File: src/rtl/dacif_pkg.sv
package dacif_pkg;

  localparam int unsigned CH_SEL_W = 3;

  localparam int unsigned ADDR_CTRL = 0;
  localparam int unsigned ADDR_DIV  = 1;
  localparam int unsigned ADDR_ACK  = 2;
  localparam int unsigned ADDR_BUF0 = 4;

  localparam int unsigned BIT_RUN  = 0;
  localparam int unsigned BIT_IEN  = 1;
  localparam int unsigned BIT_UNDR = 2;
  localparam int unsigned BIT_PEND = 3;

  typedef struct packed {
    logic                tick;
    logic                bufWr;
    logic [CH_SEL_W-1:0] chSel;
  } dp_strobe_t;

endpackage

File: src/rtl/dacif_ctrl.sv
module dacif_ctrl
  import dacif_pkg::*;
#(
  parameter int unsigned NUM_CH   = 2,
  parameter int unsigned SAMPLE_W = 8,
  parameter int unsigned DIV_W    = 16,
  parameter int unsigned ADDR_W   = 3,
  parameter int unsigned DATA_W   = 16
) (
  input  logic                       clk,
  input  logic                       rstN,
  input  logic [ADDR_W-1:0]          addr,
  input  logic                       wrEn,
  input  logic                       rdEn,
  input  logic [DATA_W-1:0]          wrData,
  input  logic [NUM_CH*SAMPLE_W-1:0] bufRd,
  output logic [DATA_W-1:0]          rdData,
  output logic                       irq,
  output dp_strobe_t                 strobe
);

  logic [ADDR_W-1:0] bufOff;
  logic              isBuf;
  logic              ctrlWr;
  logic              divWr;
  logic              ackRd;

  logic              runQ;
  logic              ienQ;
  logic              undrQ;
  logic              pendQ;
  logic [DIV_W-1:0]  divQ;
  logic [DIV_W-1:0]  cntQ;
  logic [NUM_CH-1:0] freshQ;
  logic              tick;

  assign bufOff = addr - ADDR_W'(ADDR_BUF0);
  assign isBuf  = (addr >= ADDR_W'(ADDR_BUF0)) && (bufOff < ADDR_W'(NUM_CH));
  assign ctrlWr = wrEn && (addr == ADDR_W'(ADDR_CTRL));
  assign divWr  = wrEn && (addr == ADDR_W'(ADDR_DIV));
  assign ackRd  = rdEn && (addr == ADDR_W'(ADDR_ACK));

  // sample-rate timer: counts 0..div-1, tick on the last count
  assign tick = runQ && (cntQ == DIV_W'(divQ - 1'b1));

  always_ff @(posedge clk or negedge rstN) begin
    if (!rstN) begin
      cntQ <= '0;
    end else if (!runQ || tick) begin
      cntQ <= '0;
    end else begin
      cntQ <= cntQ + 1'b1;
    end
  end

  always_ff @(posedge clk or negedge rstN) begin
    if (!rstN) begin
      runQ <= 1'b0;
      ienQ <= 1'b0;
      divQ <= '0;
    end else begin
      if (ctrlWr) begin
        runQ <= wrData[BIT_RUN];
        ienQ <= wrData[BIT_IEN];
      end
      if (divWr) begin
        divQ <= wrData[DIV_W-1:0];
      end
    end
  end

  // per-channel freshness: written since the last tick
  for (genvar g = 0; g < NUM_CH; g++) begin : gFresh
    always_ff @(posedge clk or negedge rstN) begin
      if (!rstN) begin
        freshQ[g] <= 1'b0;
      end else if (wrEn && isBuf && (bufOff == ADDR_W'(g))) begin
        freshQ[g] <= 1'b1;
      end else if (tick) begin
        freshQ[g] <= 1'b0;
      end
    end
  end

  always_ff @(posedge clk or negedge rstN) begin
    if (!rstN) begin
      undrQ <= 1'b0;
    end else if (tick && !(&freshQ)) begin
      undrQ <= 1'b1;
    end else if (ctrlWr && wrData[BIT_UNDR]) begin
      undrQ <= 1'b0;
    end
  end

  always_ff @(posedge clk or negedge rstN) begin
    if (!rstN) begin
      pendQ <= 1'b0;
    end else if (tick) begin
      pendQ <= 1'b1;
    end else if (ackRd) begin
      pendQ <= 1'b0;
    end
  end

  assign irq = pendQ && ienQ;

  assign strobe.tick  = tick;
  assign strobe.bufWr = wrEn && isBuf;
  assign strobe.chSel = CH_SEL_W'(bufOff);

  always_comb begin
    rdData = '0;
    if (addr == ADDR_W'(ADDR_CTRL)) begin
      rdData[BIT_RUN]  = runQ;
      rdData[BIT_IEN]  = ienQ;
      rdData[BIT_UNDR] = undrQ;
      rdData[BIT_PEND] = pendQ;
    end else if (addr == ADDR_W'(ADDR_DIV)) begin
      rdData = DATA_W'(divQ);
    end else if (isBuf) begin
      rdData = DATA_W'(bufRd[int'(bufOff)*SAMPLE_W +: SAMPLE_W]);
    end
  end

  AST_PEND_ON_TICK: assert property (@(posedge clk) disable iff (!rstN)
    tick |=> pendQ);

  AST_ACK_CLEARS: assert property (@(posedge clk) disable iff (!rstN)
    (ackRd && !tick) |=> !pendQ);

  AST_UNDERRUN_SETS: assert property (@(posedge clk) disable iff (!rstN)
    (tick && !(&freshQ)) |=> undrQ);

  AST_TICK_SPACING: assert property (@(posedge clk) disable iff (!rstN)
    (tick && !divWr && (divQ != DIV_W'(1))) |=> !tick);

endmodule

File: src/rtl/dacif_datapath.sv
module dacif_datapath
  import dacif_pkg::*;
#(
  parameter int unsigned NUM_CH   = 2,
  parameter int unsigned SAMPLE_W = 8,
  parameter int unsigned DATA_W   = 16
) (
  input  logic                       clk,
  input  logic                       rstN,
  input  dp_strobe_t                 strobe,
  input  logic [DATA_W-1:0]          wrData,
  output logic [NUM_CH*SAMPLE_W-1:0] bufRd,
  output logic [NUM_CH*SAMPLE_W-1:0] dacOut
);

  logic [SAMPLE_W-1:0] stageQ [NUM_CH];
  logic [SAMPLE_W-1:0] outQ   [NUM_CH];

  for (genvar g = 0; g < NUM_CH; g++) begin : gChan
    always_ff @(posedge clk or negedge rstN) begin
      if (!rstN) begin
        stageQ[g] <= '0;
      end else if (strobe.bufWr && (strobe.chSel == CH_SEL_W'(g))) begin
        stageQ[g] <= wrData[SAMPLE_W-1:0];
      end
    end

    always_ff @(posedge clk or negedge rstN) begin
      if (!rstN) begin
        outQ[g] <= '0;
      end else if (strobe.tick) begin
        outQ[g] <= stageQ[g];
      end
    end

    assign bufRd[g*SAMPLE_W +: SAMPLE_W]  = stageQ[g];
    assign dacOut[g*SAMPLE_W +: SAMPLE_W] = outQ[g];

    AST_LATCH_FROM_STAGE: assert property (@(posedge clk) disable iff (!rstN)
      strobe.tick |=> (outQ[g] == $past(stageQ[g])));

    AST_HOLD_BETWEEN_TICKS: assert property (@(posedge clk) disable iff (!rstN)
      !strobe.tick |=> $stable(outQ[g]));
  end

endmodule

File: src/rtl/dac_dblbuf.sv
module dac_dblbuf
  import dacif_pkg::*;
#(
  parameter int unsigned NUM_CH   = 2,
  parameter int unsigned SAMPLE_W = 8,
  parameter int unsigned DIV_W    = 16,
  parameter int unsigned ADDR_W   = 3,
  parameter int unsigned DATA_W   = 16
) (
  input  logic                       clk,
  input  logic                       rstN,
  input  logic [ADDR_W-1:0]          addr,
  input  logic                       wrEn,
  input  logic                       rdEn,
  input  logic [DATA_W-1:0]          wrData,
  output logic [DATA_W-1:0]          rdData,
  output logic                       irq,
  output logic [NUM_CH*SAMPLE_W-1:0] dacOut
);

  dp_strobe_t                 strobe;
  logic [NUM_CH*SAMPLE_W-1:0] bufRd;

  dacif_ctrl #(
    .NUM_CH(NUM_CH), .SAMPLE_W(SAMPLE_W), .DIV_W(DIV_W),
    .ADDR_W(ADDR_W), .DATA_W(DATA_W)
  ) uCtrl (
    .clk(clk), .rstN(rstN), .addr(addr), .wrEn(wrEn), .rdEn(rdEn),
    .wrData(wrData), .bufRd(bufRd), .rdData(rdData), .irq(irq),
    .strobe(strobe)
  );

  dacif_datapath #(
    .NUM_CH(NUM_CH), .SAMPLE_W(SAMPLE_W), .DATA_W(DATA_W)
  ) uData (
    .clk(clk), .rstN(rstN), .strobe(strobe), .wrData(wrData),
    .bufRd(bufRd), .dacOut(dacOut)
  );

endmodule

File: config.mk
export PLATFORM = sky130hd
export DESIGN_NAME = dac_dblbuf
export DESIGN_NICKNAME = d
export VERILOG_FILES = /design/src/rtl/dacif_pkg.sv /design/src/rtl/dacif_ctrl.sv /design/src/rtl/dacif_datapath.sv /design/src/rtl/dac_dblbuf.sv
export SDC_FILE = /design/constraint.sdc
export NUM_CORES = 1
export LEC_CHECK = 0
export ABC_AREA = 0
export BUFFER_PORTS_ARGS = -buffer_cell sky130_fd_sc_hd__buf_2
export CAP_MARGIN = 20
export CELL_PAD_IN_SITES_DETAIL_PLACEMENT = 0
export CELL_PAD_IN_SITES_GLOBAL_PLACEMENT = 1
export CORE_MARGIN = 5
export CORE_UTILIZATION = 30
export DETAILED_ROUTE_END_ITERATION = 16
export PLACE_DENSITY_LB_ADDON = 0.1
export SLEW_MARGIN = 20
export SYNTH_ARGS = -nofsm -noshare
export SYNTH_HDL_FRONTEND = slang
export SYNTH_SLANG_ARGS = --single-unit
File: constraint.sdc
create_clock -name clk -period 8.3 [get_ports clk]
set_input_delay 0.415 -clock clk [delete_from_list [all_inputs] [get_ports clk]]
set_output_delay 0.415 -clock clk [all_outputs]
set_load 0.005 [all_outputs]
* After elaboration in Yosys (flattened, before gate mapping)
Cells that the tools add are included.
** Word-level totals
- Input bits :: 23
- Bits in registers :: 70
** Cells by class
- Shift operators :: 1
- Reductions and logical operators :: 21
- $lt $le $gt $ge :: 2
- Equal/unequal tests :: 4
- Add/subtract/negate cells :: 3
- Multiplexer cells :: 12
** Operators with widths (count)
- two-way mux 16 bit :: 2
- adder 16 x 1 -> 16 bit (second input constant) :: 1
- equality test 16 bit :: 1
- indexed part select 16 x 7 -> 8 bit :: 1
- subtractor 16 x 1 -> 16 bit (second input constant) :: 1
- two-way mux 12 bit :: 1
- logical AND 1 bit :: 11
- two-way mux 8 bit :: 1
- nonzero test 2 bit :: 4
- two-way mux 1 bit :: 7
- equality test 3 x 1 -> 1 bit (second input constant) :: 2
- logical NOT 3 bit :: 2
- two-way mux 4 bit :: 1
- equality test 3 x 2 -> 1 bit (second input constant) :: 1
- >= comparator 3 bit (second input constant) :: 1
- less-than comparator 3 x 2 -> 1 bit (second input constant) :: 1
- subtractor 3 bit (second input constant) :: 1
- logical NOT 1 bit :: 2
- AND reduction 2 bit :: 1
- logical OR 1 bit :: 1

* Depth between registers and ports, before layout
- Word-level depth :: 6
- Depth in mapped cells :: 10
- Mapped depth without buffers :: 8

* Modules after synthesis
From an unflattened synthesis, not the netlist that was laid out.
** Second synthesis, totals
- Cell total of the unflattened synthesis :: 343
- Area, all modules :: 3804.9 µm²
** By module, submodules not included
- dacif_ctrl :: times used 1, cells an instance 274, seq. area each 950.9 µm², area an instance 2592.5 µm²
- dacif_datapath :: times used 1, cells an instance 69, seq. area each 800.8 µm², area an instance 1212.4 µm²

* Least setup slack after synthesis
OpenSTA, ideal clock, no wires.
- Path kind :: register to register
- From :: register uCtrl.divQ[3]
- To :: register uData.outQ (netlist bit uData.dacOut[0])
- Clock period less this slack :: 2.651 ns
- Setup slack :: 5.649 ns
- Arrival time :: 2.526 ns
- Cell stages (with the launch flop) :: 9
- Buffers on the path :: 2
- Library setup time :: 0.125 ns
- Cells stage by stage :: dfrtp_1 > buf_6 > or4_4 > nor3_4 > o211ai_1 > a221o_1 > nor4_4 > buf_6 > mux2_4
** On the way
- Word-level cells in the longest chain between the ends :: 3
** RTL lines
- start, declared :: line dacif_ctrl.sv:32 : logic [DIV_W-1:0] divQ;
- start signal, assigned :: line dacif_ctrl.sv:67 : divQ <= wrData[DIV_W-1:0];
- subtractor 16 x 1 -> 16 bit :: line dacif_ctrl.sv:44 : assign tick = runQ && (cntQ == DIV_W'(divQ - 1'b1));
- equality test 16 bit :: line dacif_ctrl.sv:44
- logical AND 1 bit :: line dacif_ctrl.sv:44
- end signal, assigned by index :: line dacif_datapath.sv:32 : outQ[g] <= stageQ[g];
- end, declared :: line dacif_datapath.sv:17 : logic [SAMPLE_W-1:0] outQ [NUM_CH];
No other way between the ends.
A chain may end at the register's enable or synchronous reset.

* Final worst setup path
- From :: register uCtrl.divQ[3]
- To :: register uData.outQ (netlist bit uData.dacOut[13])
Same word-level chain as after synthesis.

==> results.ini <==
[cts]
clkTransAtPathRegs_ps = 60
htreeDepth = 3
root_buffer = clkbuf_16
numClockSinks = 70
cts_tree = built
ctsLongestPathBuffers = 2
postCtsResizedCells = 0
clkLatencyLatePin_ps = 340
cts_made_buffers = 9
ctsHoldBuffers = 0
cts_setup_buffers = 0

[final_layout]
final-seq-area_um2 = 1752
fin_cells = 560
layout_commonest_cell = dfrtp_1
drive_above_1_share = 0.3402
fillers = 1295
final_core_util = 0.3616
fin_nets = 409
area_growth_pct = 18.71
layout_common_cells = 70 x dfrtp_1, 55 x buf_2, 36 x mux2_2
n_antenna_cell = 0
multi_input_area_um2 = 1944
design_area_um2 = 4526

[placed_design]
routabilityCongestion = 0.7341
port_buffers = 55
dp_hpwl_mm = 6.504
dp.cells = 545
pre_cts_ws_ps = 5294
post_dp_cell_area_um2 = 4228

[timing]
finalClockSkew_ps = 7.583
min_period_ps = 2955
timing.final.ws_setup_ps = 5345
grt_setup_unrepaired = no
fin_setup_tns_ps = 0
setup_viol = 0
hold-worst-slack_ps = 286.9
finalHoldViolations = 0
timing.slew.headroom = 0.3877
period_share = 0.3560
drv_slew = 0
tightest_slew_ps = 911.6
fmax_mhz = 338.4

[die]
design.die.area_um2 = 15060
coreArea_um2 = 12520
row_count = 41
io_pins = 56
die_w_um = 122.7
start_util = 0.3046
dieHeight_um = 122.7

[power_and_ir_drop]
power-per-cell-area_nw_per_um2 = 225.5
sw_frac_of_total = 0.2932
internal_power_mw = 0.7212
p_seq_frac = 0.441
peakVddDrop_v = 0.0001707
power_frac_comb = 0.181
pwr-share-clk = 0.378
switchingPower_mw = 0.2991
leakagePower_nw = 2.088
power_mw = 1.020

[yosys]
ys_seq_elements = 70
synth_nets = 360
synth_edf_count = 0
yosys_warnings = 0
synth_area_um2 = 3812
synth.avg_cell_area_um2 = 11.38
synth_ff_type = dfrtp_1
synth-seq-area-share = 0.4595
synthCells = 335
synth_cell_type_count = 51
synthArstFlopShare = 1.000

[global_routing]
antenna_found_initial = 0
grt_use_total = 0.1279
grt_pass1_wl_mm = 14.58
grt_pass1_vias = 2678
grt.overflow.total = 0
grt_start_max_net_pins = 71

[setup_path]
crit_chain = or4_4 -> nor3_4 -> o211ai_1 -> a221o_1 -> nor4_4 -> buf_4 -> mux2_1
crit_fanout = 20
crit_slowest_cell = or4_4
reg2reg_depth = 7
cp.required_ps = 8520
end_kind = flip-flop
critical_path.max_stage_delay_ps = 640
critical_path_class = flip-flop to flip-flop
start_kind = flip-flop
crit_arrival_ps = 3180

[routing]
vias_per_cell = 4.748
drtAntennaViolNets = 0
post-route-drc-count = 0
drtIter0Drc = 84
wire_per_inst_um = 16.37
vias = 2659
drt_pass1_iterations = 4
routed_wl_mm = 9.167

[worst_hold_path]
min_path_type = input pin to async pin

[run_status]
status = complete, no violations

[run]
maxCapViolCount = 0

==> path summary, 6_finish.rpt <==
check                                             startpoint                            to  slack (ps)
worst min-delay path                                    rstN   uData.bufRd[14]$_DFFE_PN0P_         290
worst max-delay path               uCtrl.divQ[3]$_DFFE_PN0P_  uData.dacOut[13]$_DFFE_PN0P_        5350
worst max register to register     uCtrl.divQ[3]$_DFFE_PN0P_  uData.dacOut[13]$_DFFE_PN0P_        5350
max in group asynchronous                               rstN      uCtrl.cntQ[15]$_DFF_PN0_        7410
worst min register to register  uData.dacOut[10]$_DFFE_PN0P_  uData.dacOut[10]$_DFFE_PN0P_         480
min in group clk                                  wrData[15]    uCtrl.divQ[15]$_DFFE_PN0P_         310
==> kinds of logic after synthesis <==
kind of cell	share of synthesized area
and+or+nand+nor	0.1802
DFF	0.4595
muxes	0.1871
xor gates and xnor gates	0.07581
AOI/OAI and AO/OA	0.05875
buffers and inverters	0.03216
adders and majority gates	0.006563
==> final cells by class <==
cell class,instances,area share
tap,172,0.04755
multi-input combinational,240,0.4296
sequential,70,0.3871
clock inverter,5,0.01299
clock buffer,10,0.05281
inverter,5,0.004147
timing repair buffer,58,0.06580
==> sequential cells by signal, summed over array words and instances (netlist names), 2 cells and up <==
| name | cells |
|---|---|
| uCtrl.divQ | 16 |
| uCtrl.freshQ | 2 |
| uData.bufRd | 16 |
| uCtrl.cntQ | 16 |
| uData.dacOut | 16 |
==> power groups by stage <==
stage          sequential (mW)  combinational, mW  clock, mW
4_1_cts                  0.452              0.188      0.401
5_1_grt                  0.458              0.205      0.414
2_1_floorplan            0.419              0.161          0
6_report                 0.450              0.185      0.386
3_3_place_gp             0.458              0.186          0
3_5_place_dp             0.458              0.187          0
==> critical path, delay by kind of cell (launching register included) <==
kind	cells	cell delay [ps]
flip-flops	1	490
AO/OA/AOI/OAI	2	520
AND/OR/NAND/NOR	3	1090
multiplexers	1	360
buffers and inverters	1	360
==> synth_stat cells, drive strengths merged, types with 2 or more instances <==
library cell   n  area, um2
a21o           3      22.52
nor2b          6      37.54
nor3           7      51.30
nand4          6      37.54
nor4          10      98.84
nand2         28      105.1
mux2          52      623.1
xnor2         16      140.1
a31oi          2      12.51
o32ai          2      25.03
buf           11      70.06
o211ai         2      15.01
nor2          27      101.4
and3           4      25.02
o21ai          5      25.02
inv            5      18.77
a211oi         2      15.01
mux4           4      90.09
nand2b         4      25.02
nand3b         2      15.01
and2          11      68.82
nor3b          2      15.01
nand3          4      20.02
xor2          17      148.9
a22oi          4      30.03
clkbuf         9      33.78
dfrtp         70       1752
ha             2      25.02
or3            2      12.51
nor4b          3      26.28
and4           2      17.52
a221o          2      20.02
==> per-layer routing <==
metal / vias up / share of wire / global-route usage
li1: 1295 / - / -
met5: - / 0 / 0
met1: 1308 / 0.46 / 0.1607
met3: 13 / 0.047 / 0.04009
met2: 43 / 0.48 / 0.2067
met4: 0 / 0.015 / 0.04619
No activity file was read; power rests on OpenSTA's default activity.
